==> src/rtl/bqc_pkg.sv <==
package bqc_pkg;
  typedef enum logic [1:0] {
    ST_IDLE  = 2'd0,
    ST_DRAIN = 2'd1,
    ST_READY = 2'd2,
    ST_RESET = 2'd3
  } qsc_state_e;
endpackage

==> src/rtl/bqc_strap.sv <==
module bqc_strap (
  input  logic clk_i,
  input  logic rst_ni,
  input  logic strap_i,
  output logic root_o,
  output logic vld_o
);
  // capture once, then frozen until the next power-on reset
  always_ff @(posedge clk_i or negedge rst_ni) begin
    if (!rst_ni) begin
      root_o <= 1'b0;
      vld_o  <= 1'b0;
    end else if (!vld_o) begin
      root_o <= strap_i;
      vld_o  <= 1'b1;
    end
  end
endmodule

==> src/rtl/bqc_ob_track.sv <==
module bqc_ob_track (
  input  logic clk_i,
  input  logic rst_ni,
  input  logic arm_i,
  input  logic drain_i,
  input  logic ob_busy_i,
  input  logic xact_start_i,
  output logic inflight_o,
  output logic hold_o,
  output logic done_o
);
  logic hold_q;

  assign inflight_o = ob_busy_i & xact_start_i;

  // hold is only ever set on entry to drain; it can never be re-armed there
  always_ff @(posedge clk_i or negedge rst_ni) begin
    if (!rst_ni)      hold_q <= 1'b0;
    else if (arm_i)   hold_q <= inflight_o;
    else if (drain_i) hold_q <= hold_q & ob_busy_i;
    else              hold_q <= 1'b0;
  end

  assign hold_o = hold_q;
  assign done_o = ~hold_q | ~ob_busy_i;
endmodule

==> src/rtl/bqc_rst_gen.sv <==
module bqc_rst_gen #(
  parameter int RST_CYC = 4
) (
  input  logic clk_i,
  input  logic rst_ni,
  input  logic load_i,
  input  logic active_i,
  input  logic root_i,
  output logic expired_o,
  output logic part_o,
  output logic full_o
);
  generate
    if (RST_CYC > 1) begin : g_cnt
      localparam int CW = (RST_CYC > 2) ? $clog2(RST_CYC) : 1;
      localparam logic [CW-1:0] LOAD = CW'(RST_CYC - 1);
      logic [CW-1:0] cnt_q;

      always_ff @(posedge clk_i or negedge rst_ni) begin
        if (!rst_ni)                        cnt_q <= '0;
        else if (load_i)                    cnt_q <= LOAD;
        else if (active_i && cnt_q != '0)   cnt_q <= cnt_q - 1'b1;
      end

      assign expired_o = (cnt_q == '0);
    end else begin : g_min
      assign expired_o = 1'b1;
    end
  endgenerate

  assign part_o = active_i & ~root_i;
  assign full_o = active_i &  root_i;
endmodule

==> src/rtl/bus_rst_quiesce.sv <==
module bus_rst_quiesce
  import bqc_pkg::*;
#(
  parameter int RST_CYC = 4
) (
  input  logic clk_i,
  input  logic rst_ni,
  input  logic mode_root_i,
  input  logic rst_pend_i,
  input  logic rst_go_i,
  input  logic ob_busy_i,
  input  logic xact_start_i,
  input  logic ib_busy_i,
  output logic req_en_o,
  output logic claim_en_o,
  output logic ready_o,
  output logic part_rst_o,
  output logic full_rst_o
);
  qsc_state_e state_q, state_d;
  logic root_q, strap_vld;
  logic ep_gate;
  logic arm, load, expired;
  logic inflight, hold, ob_done;

  bqc_strap i_strap (
    .clk_i   (clk_i),
    .rst_ni  (rst_ni),
    .strap_i (mode_root_i),
    .root_o  (root_q),
    .vld_o   (strap_vld)
  );

  bqc_ob_track i_ob (
    .clk_i        (clk_i),
    .rst_ni       (rst_ni),
    .arm_i        (arm),
    .drain_i      (state_q == ST_DRAIN),
    .ob_busy_i    (ob_busy_i),
    .xact_start_i (xact_start_i),
    .inflight_o   (inflight),
    .hold_o       (hold),
    .done_o       (ob_done)
  );

  bqc_rst_gen #(.RST_CYC(RST_CYC)) i_rgen (
    .clk_i     (clk_i),
    .rst_ni    (rst_ni),
    .load_i    (load),
    .active_i  (state_q == ST_RESET),
    .root_i    (root_q),
    .expired_o (expired),
    .part_o    (part_rst_o),
    .full_o    (full_rst_o)
  );

  // endpoint quiesce starts in the very cycle the pending flag shows up
  assign ep_gate = strap_vld & ~root_q & rst_pend_i;

  always_comb begin
    state_d = state_q;
    arm     = 1'b0;
    load    = 1'b0;
    unique case (state_q)
      ST_IDLE: begin
        if (strap_vld) begin
          if (root_q) begin
            if (rst_go_i) begin
              state_d = ST_RESET;
              load    = 1'b1;
            end else if (rst_pend_i) begin
              state_d = ST_READY;
            end
          end else if (rst_pend_i) begin
            state_d = ST_DRAIN;
            arm     = 1'b1;
          end
        end
      end
      ST_DRAIN: begin
        if (ob_done && !ib_busy_i) state_d = ST_READY;
      end
      ST_READY: begin
        if (rst_go_i) begin
          state_d = ST_RESET;
          load    = 1'b1;
        end
      end
      ST_RESET: begin
        if (expired && !rst_pend_i) state_d = ST_IDLE;
      end
      default: state_d = ST_IDLE;
    endcase
  end

  always_ff @(posedge clk_i or negedge rst_ni) begin
    if (!rst_ni) state_q <= ST_IDLE;
    else         state_q <= state_d;
  end

  always_comb begin
    unique case (state_q)
      ST_IDLE: begin
        req_en_o   = ep_gate ? inflight : 1'b1;
        claim_en_o = ~ep_gate;
      end
      ST_DRAIN: begin
        req_en_o   = hold;
        claim_en_o = 1'b0;
      end
      ST_READY: begin
        req_en_o   = root_q;
        claim_en_o = root_q;
      end
      default: begin
        req_en_o   = 1'b0;
        claim_en_o = 1'b0;
      end
    endcase
  end

  assign ready_o = (state_q == ST_READY);
endmodule

==> config.mk <==
export PLATFORM = sky130hd
export DESIGN_NAME = bus_rst_quiesce
export DESIGN_NICKNAME = d
export VERILOG_FILES = /design/src/rtl/bqc_pkg.sv /design/src/rtl/bqc_strap.sv /design/src/rtl/bqc_ob_track.sv /design/src/rtl/bqc_rst_gen.sv /design/src/rtl/bus_rst_quiesce.sv
export SDC_FILE = /design/constraint.sdc
export NUM_CORES = 1
export LEC_CHECK = 0
export BUFFER_PORTS_ARGS = -buffer_cell sky130_fd_sc_hd__clkbuf_2
export CORE_AREA = 2 2 39 41
export DETAILED_ROUTE_END_ITERATION = 10
export DIE_AREA = 0 0 41 43
export PLACE_DENSITY = 0.71
export SLEW_MARGIN = 20
export SYNTH_ARGS = -nofsm -noshare
export SYNTH_HDL_FRONTEND = slang
export SYNTH_SLANG_ARGS = --single-unit
==> constraint.sdc <==
create_clock -name clk_i -period 2 [get_ports clk_i]
set_clock_uncertainty 0.05 [all_clocks]
set_input_delay 0.3 -clock clk_i [delete_from_list [all_inputs] [get_ports clk_i]]
set_output_delay 0.3 -clock clk_i [all_outputs]
set_load 0.005 [all_outputs]
# Word level (Yosys, flattened, before mapping)
# Index checks and enable logic that the tools add are counted.
[classes]
n_addsub = 1
n_mul = 0
div = 0
magnitude_cmp = 0
n_eq_ne = 9
n_shift = 0
n_mux = 24
n_bitwise = 11
reduce_logical = 10
[op_table]
columns = ["operator", "n"]
rows = [
  ["2-to-1 mux 2 bit", 10],
  ["2-to-1 mux 1 bit", 10],
  ["one-hot mux 2 bit (4 select lines)", 1],
  ["AND 1 bit", 6],
  ["inequality test 2 bit (second input constant)", 3],
  ["AND reduction 6 bit", 1],
  ["equality test 2 bit (second input constant)", 2],
  ["zero test 2 bit", 2],
  ["NOT 1 bit", 4],
  ["one-hot mux 1 bit (2 select lines)", 2],
  ["nonzero test 2 bit", 2],
  ["logical AND 1 bit", 3],
  ["inequality test 3 x 2 -> 1 bit (second input constant)", 1],
  ["inequality test 3 bit (second input constant)", 1],
  ["one-hot mux 1 bit (3 select lines)", 1],
  ["equality test 2 x 1 -> 1 bit (second input constant)", 1],
  ["zero test 1 bit", 2],
  ["inequality test 2 x 1 -> 1 bit (second input constant)", 1],
  ["subtractor 2 x 1 -> 2 bit (second input constant)", 1],
  ["bitwise OR 1 bit", 1],
]
[word_totals]
register_bits = 7
latchBits = 0
mem_bits_rw = 0
rom_bits = 0
in_bits = 8
out_inout_bits = 5
elab_cells = 60
mem_count = 0

# Depth between registers and ports, before layout
# Gate-level depths: netlist of the first run.
[depth]
ltp_word = 5
ltp_mapped = 6
ltp_nobuf = 6

# Cells and area by module
# From an unflattened synthesis of the first run, not the netlist that was laid out.
[hier_totals]
cells_unflattened = 56
hier_area_um2 = 539.3
[by_module_without_submodules]
columns = ["module", "n_inst", "cells_each", "area_per_inst_um2", "seq_area_each_um2"]
rows = [
  ["bus_rst_quiesce", 1, 32, 282.8, 50.0],
  ["bqc_rst_gen", 1, 14, 132.6, 50.0],
  ["bqc_strap", 1, 4, 68.8, 50.0],
  ["bqc_ob_track", 1, 6, 55.1, 25.0],
]

# Worst setup path after synthesis of the first run
# Ideal clock, no wire load.
[synth_path]
kind = "register -> register"
start = "register state_q[0]"
end = "register state_q[0]"
setup_time_ns = 0.079
arrival_time_ns = 1.259
required_ns = 1.871
path_slack_ns = 0.612
path_stages_with_launch = 6
synth_period_minus_slack_ns = 1.388
path_cell_list = "dfrtp_1 inv_1 ha_1 a21oi_1 o2111ai_2 mux2i_1"
[synth_between]
elab_chain_len = 3
[synth_lines]
columns = ["item", "line_no", "rtl"]
rows = [
  ["from (decl)", "bus_rst_quiesce.sv:20", "qsc_state_e state_q, state_d;"],
  ["from (signal assigned)", "bus_rst_quiesce.sv:98", "else state_q <= state_d;"],
  ["equality test 2 bit (tied with other cells)", "bus_rst_quiesce.sv:64", "unique case (state_q)"],
  ["inequality test 2 bit (no line) (tied with other cells)", "-", ""],
  ["AND reduction 6 bit (no line)", "-", ""],
]
# Several ways; a longest one is shown, not always the timed one.
# A chain may end at the register's enable or synchronous reset.

# Worst setup path after layout of the first run
[layout_path]
start = "register state_q[0]"
end = "output claim_en_o"
[layout_between]
elab_chain_len = 2
[layout_lines]
columns = ["item", "line_no", "rtl"]
rows = [
  ["equality test 2 bit or zero test 2 bit (tied branches)", "bus_rst_quiesce.sv:102", "unique case (state_q)"],
  ["one-hot mux 1 bit (2 select lines) (*)", "bus_rst_quiesce.sv:102", ""],
  ["to (decl)", "bus_rst_quiesce.sv:15", "output logic claim_en_o,"],
]
# Every way passes the cells marked *; elsewhere a longest branch is shown, timed or not.

==> metrics.txt, run 1 <==
syn_nets=70; area leader, netlist=dfrtp_1; synthesized cell area=roughly 510 µm²; cells after synthesis=between 50 and 60; DRT Pass-1 Iters=2; core area=around 1400 µm²; Synth top area share=0.345; Initial Util=0.367; final routed DRC violation total=0; mux cell area share after synthesis=0.0813; DP HPWL=approximately 750 µm; area occupied by multi-input gates=310 µm²; CTS tree=built; Worst path top cell family by delay=flip-flops; Setup TNS=0 ns; post-route insts no fill=88; Adder-Cell Fraction of Synth Area=0.172; unrepaired setup endpoints after global routing=false; PostCTS Resize Cnt=0; data required time of the worst path=1.65 ns; vias per cell=4.90; Hold-fix buffers, CTS=1; max_cap viols=0; WP data arrival=between 1 and 1.5 ns; Starting DRT DRC Count=9; Synth Register Bits=7; crit path launch type=flip-flop; PortBufs=12; sequential area share after synthesis=0.345; CTS buffer count=3; detailed-route via count=between 400 and 500; clk root buf=clkbuf_4; final WL=around 890 µm; GRT overflow=0; Storage cell area=approximately 180 µm²; Yosys warnings=0; antenna diode count=0; setup repair bufs after CTS=0; status=finished clean; register clock-pin slew on the reported worst setup and hold paths=approximately 0.05 ns; max-slew violation count=0; placed insts=83; post-synthesis compound-gate area fraction=0.175; Synth cell types=21; hold depth=2; largest net degree at the start of global routing=10; largest family of logic cells by synthesized area=compound AO/OA/AOI/OAI gates; crit path max-delay cell type=dfrtp_1; Die ar.=~1800 µm²; num rows=14; top cells by area, synth=dfrtp_1 (34%), ha_1 (17%), nand2_1 (8.1%); layout cell share with drive strength beyond 1=0.278; top post-synthesis cells by count=nand2_1 (11), dfrtp_1 (7), ha_1 (7); Hold Crit Class=primary input to flip-flop; vias in the first global route=between 300 and 400; Reg2Reg Depth=5; Area Growth Syn to Fin=22.9%; width of the die=41 µm; antenna viol nets, final=0; cell leakage power=roughly 0.33 nW; Nets=88; Crit Path Category=flip-flop to output pin; Synth Area in XOR/XNOR=0.0172; Buf/Inv on CP=2; boundary pin count=13; syn avg cell area=around 9 µm²; final core occ=0.451; H-tree depth=1; Fin. Hold Viols=0; first-pass GRT wire length=1410 µm; Worst setup EP type=output pin; hold slack=0.231 ns; CP Cell Sequence=inv_1 -> ha_1 -> o21ai_0 -> a21oi_1 -> clkbuf_2; fmax=approximately 0.55 GHz; Die H=~43 µm; cell with the most instances after synthesis=nand2_1; ys async rst share=1.00; GRT Overall Usage=0.129; simple-gate area share of the yosys netlist=0.158; Post-synth EDFFs=0; Final period util=0.916; Final min period=about 1.8 ns; worst hold start=mode_root_i; Synth Flop Type=dfrtp_1; VDD IR max=between 500 and 600 µV; Final GP Congestion=0.757; antenna violations before repair=0; Setup WS post-layout=around 0.17 ns; worst hold endpoint=i_strap.root_o; setup violators final=0; P per Cell Area=roughly 1300 nW/µm²; fill count=140; reg2reg end=state_q[1]; internal reg-to-reg setup slack=roughly 0.48 ns; CTS Buffer Depth=2; post-DR wirelength/cell=between 10 and 15 µm; Setup WS pre-CTS=approximately 0.43 ns; critical-path maximum fanout=7; slowest stage delay, CP=around 0.41 ns; clk sinks=7; clock latency on the worst-skew pair=~0.25 ns; r2r startpoint=state_q[0]
==> cell usage in the layout (no fill, tap or decap), drive strengths merged <==
cell,netlist,final
o2111ai,1,1
o211ai,1,1
and2,1,1
a21o,1,1
a21oi,3,3
dfrtp,7,7
clkbuf,0,16
dlygate4sd3,0,1
and2b,1,1
nand3b,1,1
o21ai,4,4
inv,6,6
mux2,1,1
a41o,1,1
ha,7,7
xnor2,1,1
and3b,1,1
a31oi,2,2
mux2i,3,3
nor2b,1,1
nand2,11,11
conb,1,1
==> layer usage <==
layer,up-vias,part of all wire,track usage
met3,0,0.077,0.0995
met2,11,0.48,0.191
met4,0,0,0.0800
li1,224,-,-
met5,-,0,0
met1,196,0.44,0.118
==> kinds of logic after synthesis <==
logic type,count (synthesis)
AOI/OAI and AO/OA,13
xor gates and xnor gates,1
adders and majority gates,7
buffers and inverters,6
DFF,7
muxes,4
other,1
and+or+nand+nor,16
==> state kept, by name (all words and copies together), names as in the netlist <==
name                flops
i_strap.root_o          1
i_rgen.g_cnt.cnt_q      2
i_ob.hold_o             1
state_q                 2
i_strap.vld_o           1
==> stage by stage <==
stage	power [W]	cell area [µm²]
final	0.000818	624
after global routing	0.000910	624
after CTS	0.000837	624
after detailed placement	0.000700	588
after global placement	0.000692	588
after floorplan	0.000573	508
==> power by group <==
part / internal, W / switching, W
Sequential: 0.000190 / 0.0000344
Clock: 0.0000761 / 0.0000521
Combinational: 0.000222 / 0.000243
==> final cells by class <==
class	instances	area share
tap	16	0.0321
inverter	6	0.0361
timing repair buffer	13	0.112
clock buffer	4	0.0421
multi-input combinational	42	0.497
sequential	7	0.281
==> worst max-delay path by stage <==
stage / from / end / cells after the start / slack (ns)
2_1_floorplan: state_q[0] / state_q[0] / 5 / 0.61
3_3_place_gp: state_q[0] / claim_en_o / 5 / 0.45
3_5_place_dp: state_q[0] / claim_en_o / 5 / 0.43
4_1_cts: state_q[0] / claim_en_o / 5 / 0.14
5_1_grt: state_q[0] / req_en_o / 5 / 0.03
6_report: state_q[0] / claim_en_o / 5 / 0.17
Power figures use the tool's default switching activity.
==> run 2: changes to the inputs <==
--- a/config.mk
+++ b/config.mk
@@ -8,6 +8,6 @@
 export BUFFER_PORTS_ARGS = -buffer_cell sky130_fd_sc_hd__clkbuf_2
-export CORE_AREA = 2 2 39 41
+export CORE_MARGIN = 2
+export CORE_UTILIZATION = 32
 export DETAILED_ROUTE_END_ITERATION = 10
-export DIE_AREA = 0 0 41 43
-export PLACE_DENSITY = 0.71
+export PLACE_DENSITY = 0.63
 export SLEW_MARGIN = 20
--- a/constraint.sdc
+++ b/constraint.sdc
@@ -4,2 +4,2 @@
 set_output_delay 0.3 -clock clk_i [all_outputs]
-set_load 0.005 [all_outputs]
+set_load 0.05 [all_outputs]
==> run 2 against run 1 <==
Non-clock buffer count grew 1. First-iteration DRC count shrank 33%. Setup slack lost 0.054 ns. Hold slack gained 0.0025 ns. Sequential share of layout area shrank 2.1 points. Clock power shrank 5%. Die area grew 9.0%. Sequential power shrank 2%. Sequential cell count is the same. Fmax shrank 2.9%. Core utilization grew 0.18 points. Power grew 33%.
==> metrics.txt, run 2 (synthesis results as in run 1) <==
Setup TNS=0 ns (unchanged); max-slew violation count=0 (unchanged); status=finished clean (unchanged); Final GP Congestion=0.680 (was 0.757); DP HPWL=792 µm (was 753 µm); Reg2Reg Depth=5 (unchanged); antenna diode count=0 (unchanged); cell leakage power=0.340 nW (was 0.335 nW); Setup WS post-layout=0.113 ns (was 0.167 ns); antenna violations before repair=0 (unchanged); first-pass GRT wire length=1650 µm (was 1410 µm); Final min period=1.89 ns (was 1.83 ns); Final period util=0.943 (was 0.916); clk sinks=7 (unchanged); core area=1490 µm² (was 1380 µm²); GRT overflow=0 (unchanged); PortBufs=12 (unchanged); Setup WS pre-CTS=0.167 ns (was 0.429 ns); data required time of the worst path=1.65 ns (about the same); layout cell share with drive strength beyond 1=0.356 (was 0.278); Initial Util=0.341 (was 0.367); clk root buf=clkbuf_4 (unchanged); width of the die=43.8 µm (was 41 µm); Area Growth Syn to Fin=32.8% (was 22.9%); Nets=89 (was 88); setup violators final=0 (unchanged); CTS tree=built (unchanged); post-DR wirelength/cell=10.6 µm (was 10.1 µm); Fin. Hold Viols=0 (unchanged); detailed-route via count=434 (was 431); hold depth=2 (unchanged); DRT Pass-1 Iters=2 (unchanged); GRT Overall Usage=0.124 (was 0.129); num rows=14 (unchanged); largest net degree at the start of global routing=9 (was 10); P per Cell Area=1610 nW/µm² (was 1310 nW/µm²); Crit Path Category=flip-flop to output pin (unchanged); antenna viol nets, final=0 (unchanged); H-tree depth=1 (unchanged); unrepaired setup endpoints after global routing=false (unchanged); clock latency on the worst-skew pair=0.24 ns (was 0.25 ns); Starting DRT DRC Count=6 (was 9); VDD IR max=697 µV (was 589 µV); Top Registers=i_rgen.g_cnt.cnt_q (2), state_q (2) (unchanged); commonest non-fill, non-tap cells in the layout=nand2_1 (11), clkbuf_2 (10), dfrtp_1 (7) (was clkbuf_2 (12), nand2_1 (11), ha_1 (7), dfrtp_1 (7), inv_1 (6)); Die H=43.8 µm (was 43 µm); CTS Buffer Depth=2 (unchanged); Worst setup EP type=output pin (unchanged); fmax=0.530 GHz (was 0.546 GHz); final WL=945 µm (was 891 µm); slowest stage delay, CP=0.41 ns (about the same); crit path launch type=flip-flop (unchanged); boundary pin count=13 (unchanged); final routed DRC violation total=0 (unchanged); critical-path maximum fanout=6 (was 7); crit path max-delay cell type=dfrtp_1 (unchanged); vias per cell=4.88 (was 4.90); Die ar.=1920 µm² (was 1760 µm²); commonest non-fill, non-tap cell in the layout=nand2_1 (was clkbuf_2); max_cap viols=0 (unchanged); vias in the first global route=412 (was 365); CTS buffer count=3 (unchanged); Hold Crit Class=primary input to flip-flop (unchanged); WP data arrival=1.54 ns (was 1.48 ns); fill count=153 (was 140); register clock-pin slew on the reported worst setup and hold paths=0.05 ns (about the same); Pwr Total=0.00108 W (was 0.000818 W); CP Cell Sequence=inv_1 -> ha_2 -> nand2_1 -> a21oi_4 -> buf_4 (was inv_1 -> ha_1 -> o21ai_0 -> a21oi_1 -> clkbuf_2)
[run 2: worst paths after layout]
path                                        from                    end  slack (ns)
max                                   state_q[0]             claim_en_o        0.11
min reg2reg                i_rgen.g_cnt.cnt_q[1]  i_rgen.g_cnt.cnt_q[1]        0.48
min in group asynchronous                 rst_ni  i_rgen.g_cnt.cnt_q[0]        0.36
min                                  mode_root_i         i_strap.root_o        0.23
max in group asynchronous                 rst_ni            i_ob.hold_o        1.38
max reg2reg                           state_q[0]             state_q[0]        0.49
[run 2: cell type report]
type                       instances  area (µm²)  area share
clock buffer                       4        26.3      0.0390
timing repair buffer              14        86.3       0.128
multi-input combinational         42         344       0.510
inverter                           6        22.5      0.0334
tap                               16        20.0      0.0297
sequential                         7         175       0.260
[run 2: repair_timing]
action | CTS | global route
hold buffers | 1 | 0
setup buffers | 0 | 0
hold endpoints to repair | 7 | 0
resized for setup | 3 | 6
endpoints found under the setup margin | 2 | 2
[run 2: stage by stage]
step / cell area, µm² / cells / hold slack [ns] / utilization
finish: 674 / 89 / 0.234 / 0.453
detailed placement: 624 / 84 / 0.0914 / 0.419
global placement: 624 / 84 / 0.0928 / 0.419
floorplan: 537 / 55 / -0.0456 / -
CTS: 666 / 89 / 0.226 / 0.447
global route: 674 / 89 / 0.244 / 0.453
[run 2: power by group]
| group | total, W | internal (W) | switching, W |
|---|---|---|---|
| Combinational | 0.000741 | 0.000286 | 0.000455 |
| Clock | 0.000122 | 0.0000758 | 0.0000465 |
| Sequential | 0.000221 | 0.000191 | 0.0000309 |
| Total | 0.00108 | 0.000552 | 0.000532 |
[run 2: critical path: cells and delay by family, from the launching register on]
family | cells | cell delay, ns
flip-flops | 1 | 0.41
buffers and inverters | 2 | 0.34
adder cells (fa/ha/maj) | 1 | 0.25
AND/OR/NAND/NOR | 1 | 0.15
AO/OA/AOI/OAI | 1 | 0.14
[run 2: routing by layer]
metal | up-vias | global-route usage | wire, µm
li1 | 221 | - | -
met1 | 197 | 0.155 | 451
met2 | 12 | 0.174 | 397
met3 | 4 | 0.0208 | 57
met4 | 0 | 0.127 | 38
met5 | - | 0 | 0
==> run 3: changes to the inputs <==
BUFFER_PORTS_ARGS = -buffer_cell sky130_fd_sc_hd__buf_2   (was -buffer_cell sky130_fd_sc_hd__clkbuf_2)
clock period = 2.3 ns   (was 2 ns; I/O delays follow)
==> run 3 against run 2 <==
Setup slack improved by 0.15 ns. Non-clock buffer count fell by 1. Critical path depth did not move. Combinational power fell by 25%. Critical endpoint unchanged. Largest power group unchanged. Highest routed layer is now met3.
==> metrics.txt, run 3 (synthesis results as in run 1) <==
critical-path maximum fanout=7 (was 6); Starting DRT DRC Count=2 (was 6); internal reg-to-reg setup slack=0.76 ns (was 0.49 ns); Final period util=0.884; Setup WS pre-CTS=0.548 ns (was 0.167 ns); Die ar.=1920 µm² (unchanged); crit path launch type=flip-flop (unchanged); boundary pin count=13 (unchanged); commonest non-fill, non-tap cells in the layout=buf_2 (12), nand2_1 (11), ha_1 (7), dfrtp_1 (7), inv_1 (6) (was nand2_1 (11), clkbuf_2 (10), dfrtp_1 (7)); Hold-fix buffers, CTS=1 (unchanged); DP HPWL=780 µm (was 792 µm); commonest non-fill, non-tap cell in the layout=buf_2 (was nand2_1); Pwr Total=0.000862 W (was 0.00108 W); max_cap viols=0 (unchanged); met3 WL=26 µm (was 57 µm); final WL=935 µm (was 945 µm); clk root buf=clkbuf_4 (unchanged); Nets=88 (was 89); setup repair bufs after CTS=0 (unchanged); core area=1490 µm² (unchanged); PortBufs=12 (unchanged); detailed-route via count=428 (was 434); Die H=43.8 µm (unchanged); cell leakage power=0.336 nW (was 0.340 nW); Reg2Reg Depth=5 (unchanged); antenna diode count=0 (unchanged); status=finished clean (unchanged); num rows=14 (unchanged); GRT overflow=0 (unchanged); largest net degree at the start of global routing=10 (was 9); VDD IR max=584 µV (was 697 µV); placed insts=83 (was 84); Top Layer Used=met3 (was met4); GRT Overall Usage=0.107 (was 0.124); layout cell share with drive strength beyond 1=0.278 (was 0.356); routed wl met2=481 µm (was 397 µm); clock latency on the worst-skew pair=0.24 ns (about the same); setup violators final=0 (unchanged); unrepaired setup endpoints after global routing=false (unchanged); hold slack=0.288 ns (was 0.234 ns); H-tree depth=1 (unchanged); Final min period=a little over 2 ns; Top Registers=i_rgen.g_cnt.cnt_q (2), state_q (2) (unchanged); Setup TNS=0 ns (unchanged); CTS Buffer Depth=2 (unchanged); vias per cell=4.86 (was 4.88); Worst setup EP type=output pin (unchanged); P per Cell Area=1380 nW/µm² (was 1610 nW/µm²); Storage cell area=175 µm² (unchanged); antenna violations before repair=0 (unchanged); clk sinks=7 (unchanged); Hold Crit Class=primary input to flip-flop (unchanged); final routed DRC violation total=0 (unchanged); fill count=151 (was 153); WP data arrival=1.64 ns (was 1.54 ns); Area Growth Syn to Fin=22.9% (was 32.8%); post-DR wirelength/cell=10.6 µm (about the same); Setup WS post-layout=0.267 ns (was 0.113 ns); fmax=roughly 0.49 GHz; max-slew violation count=0 (unchanged); CTS buffer count=3 (unchanged); first-pass GRT wire length=1500 µm (was 1650 µm); CTS tree=built (unchanged); antenna viol nets, final=0 (unchanged); register clock-pin slew on the reported worst setup and hold paths=0.05 ns (about the same); hold depth=2 (unchanged); Initial Util=0.341 (unchanged); vias in the first global route=404 (was 412); M1 wire length=426 µm (was 451 µm); PostCTS Resize Cnt=0 (was 3); Crit Path Category=flip-flop to output pin (unchanged); Final GP Congestion=0.712 (was 0.680); width of the die=43.8 µm (unchanged); data required time of the worst path=1.90 ns (was 1.65 ns); area occupied by multi-input gates=310 µm² (was 344 µm²); post-route insts no fill=88 (was 89); Fin. Hold Viols=0 (unchanged); DRT Pass-1 Iters=3 (was 2)
## run 3: cell count changes in the layout (fill, tap and decap cells not counted), moves of 2 or more
| cell | delta |
|---|---|
| clkbuf_2 | -10 |
| buf_2 | +12 |
| ha_2 | -3 |
| ha_1 | +3 |
| buf_4 | -2 |
## run 3: metal layers
metal	GRT usage	vias to the layer above
met5	0	-
met4	0.0727	0
met2	0.188	7
met1	0.119	199
met3	0.0125	0
li1	-	222
## run 3: final timing paths
path | start | endpoint
max in group asynchronous | rst_ni | i_rgen.g_cnt.cnt_q[1]
worst min-delay path | mode_root_i | i_strap.root_o
worst max-delay path | state_q[0] | claim_en_o
min in group asynchronous | rst_ni | i_ob.hold_o
worst max register to register | state_q[0] | state_q[0]
worst min register to register | i_rgen.g_cnt.cnt_q[1] | i_rgen.g_cnt.cnt_q[1]
## run 3: final cells by class
type,count,share of cell area
Timing Repair Buffer,13,0.112
Clock buffer,4,0.0421
Inverter,6,0.0361
Multi-Input combinational cell,42,0.497
Sequential cell,7,0.281
Tap cell,16,0.0321
## run 3: critical path, cell delays in order, from the launching register on
cell and delay, ns:
dfrtp_1 0.41, inv_1 0.14, ha_1 0.30, o21ai_0 0.12, a21oi_1 0.15, buf_2 0.27
## run 3: where the power goes
part           switching [W]  internal (W)
registers          0.0000313      0.000166
logic               0.000363      0.000196
clock network      0.0000395     0.0000658
total               0.000434      0.000428
## run 3: through the flow
stage	cell area, µm²	util
2_1_floorplan	508	-
3_3_place_gp	588	0.395
3_5_place_dp	588	0.395
4_1_cts	624	0.419
5_1_grt	624	0.419
6_report	624	0.419
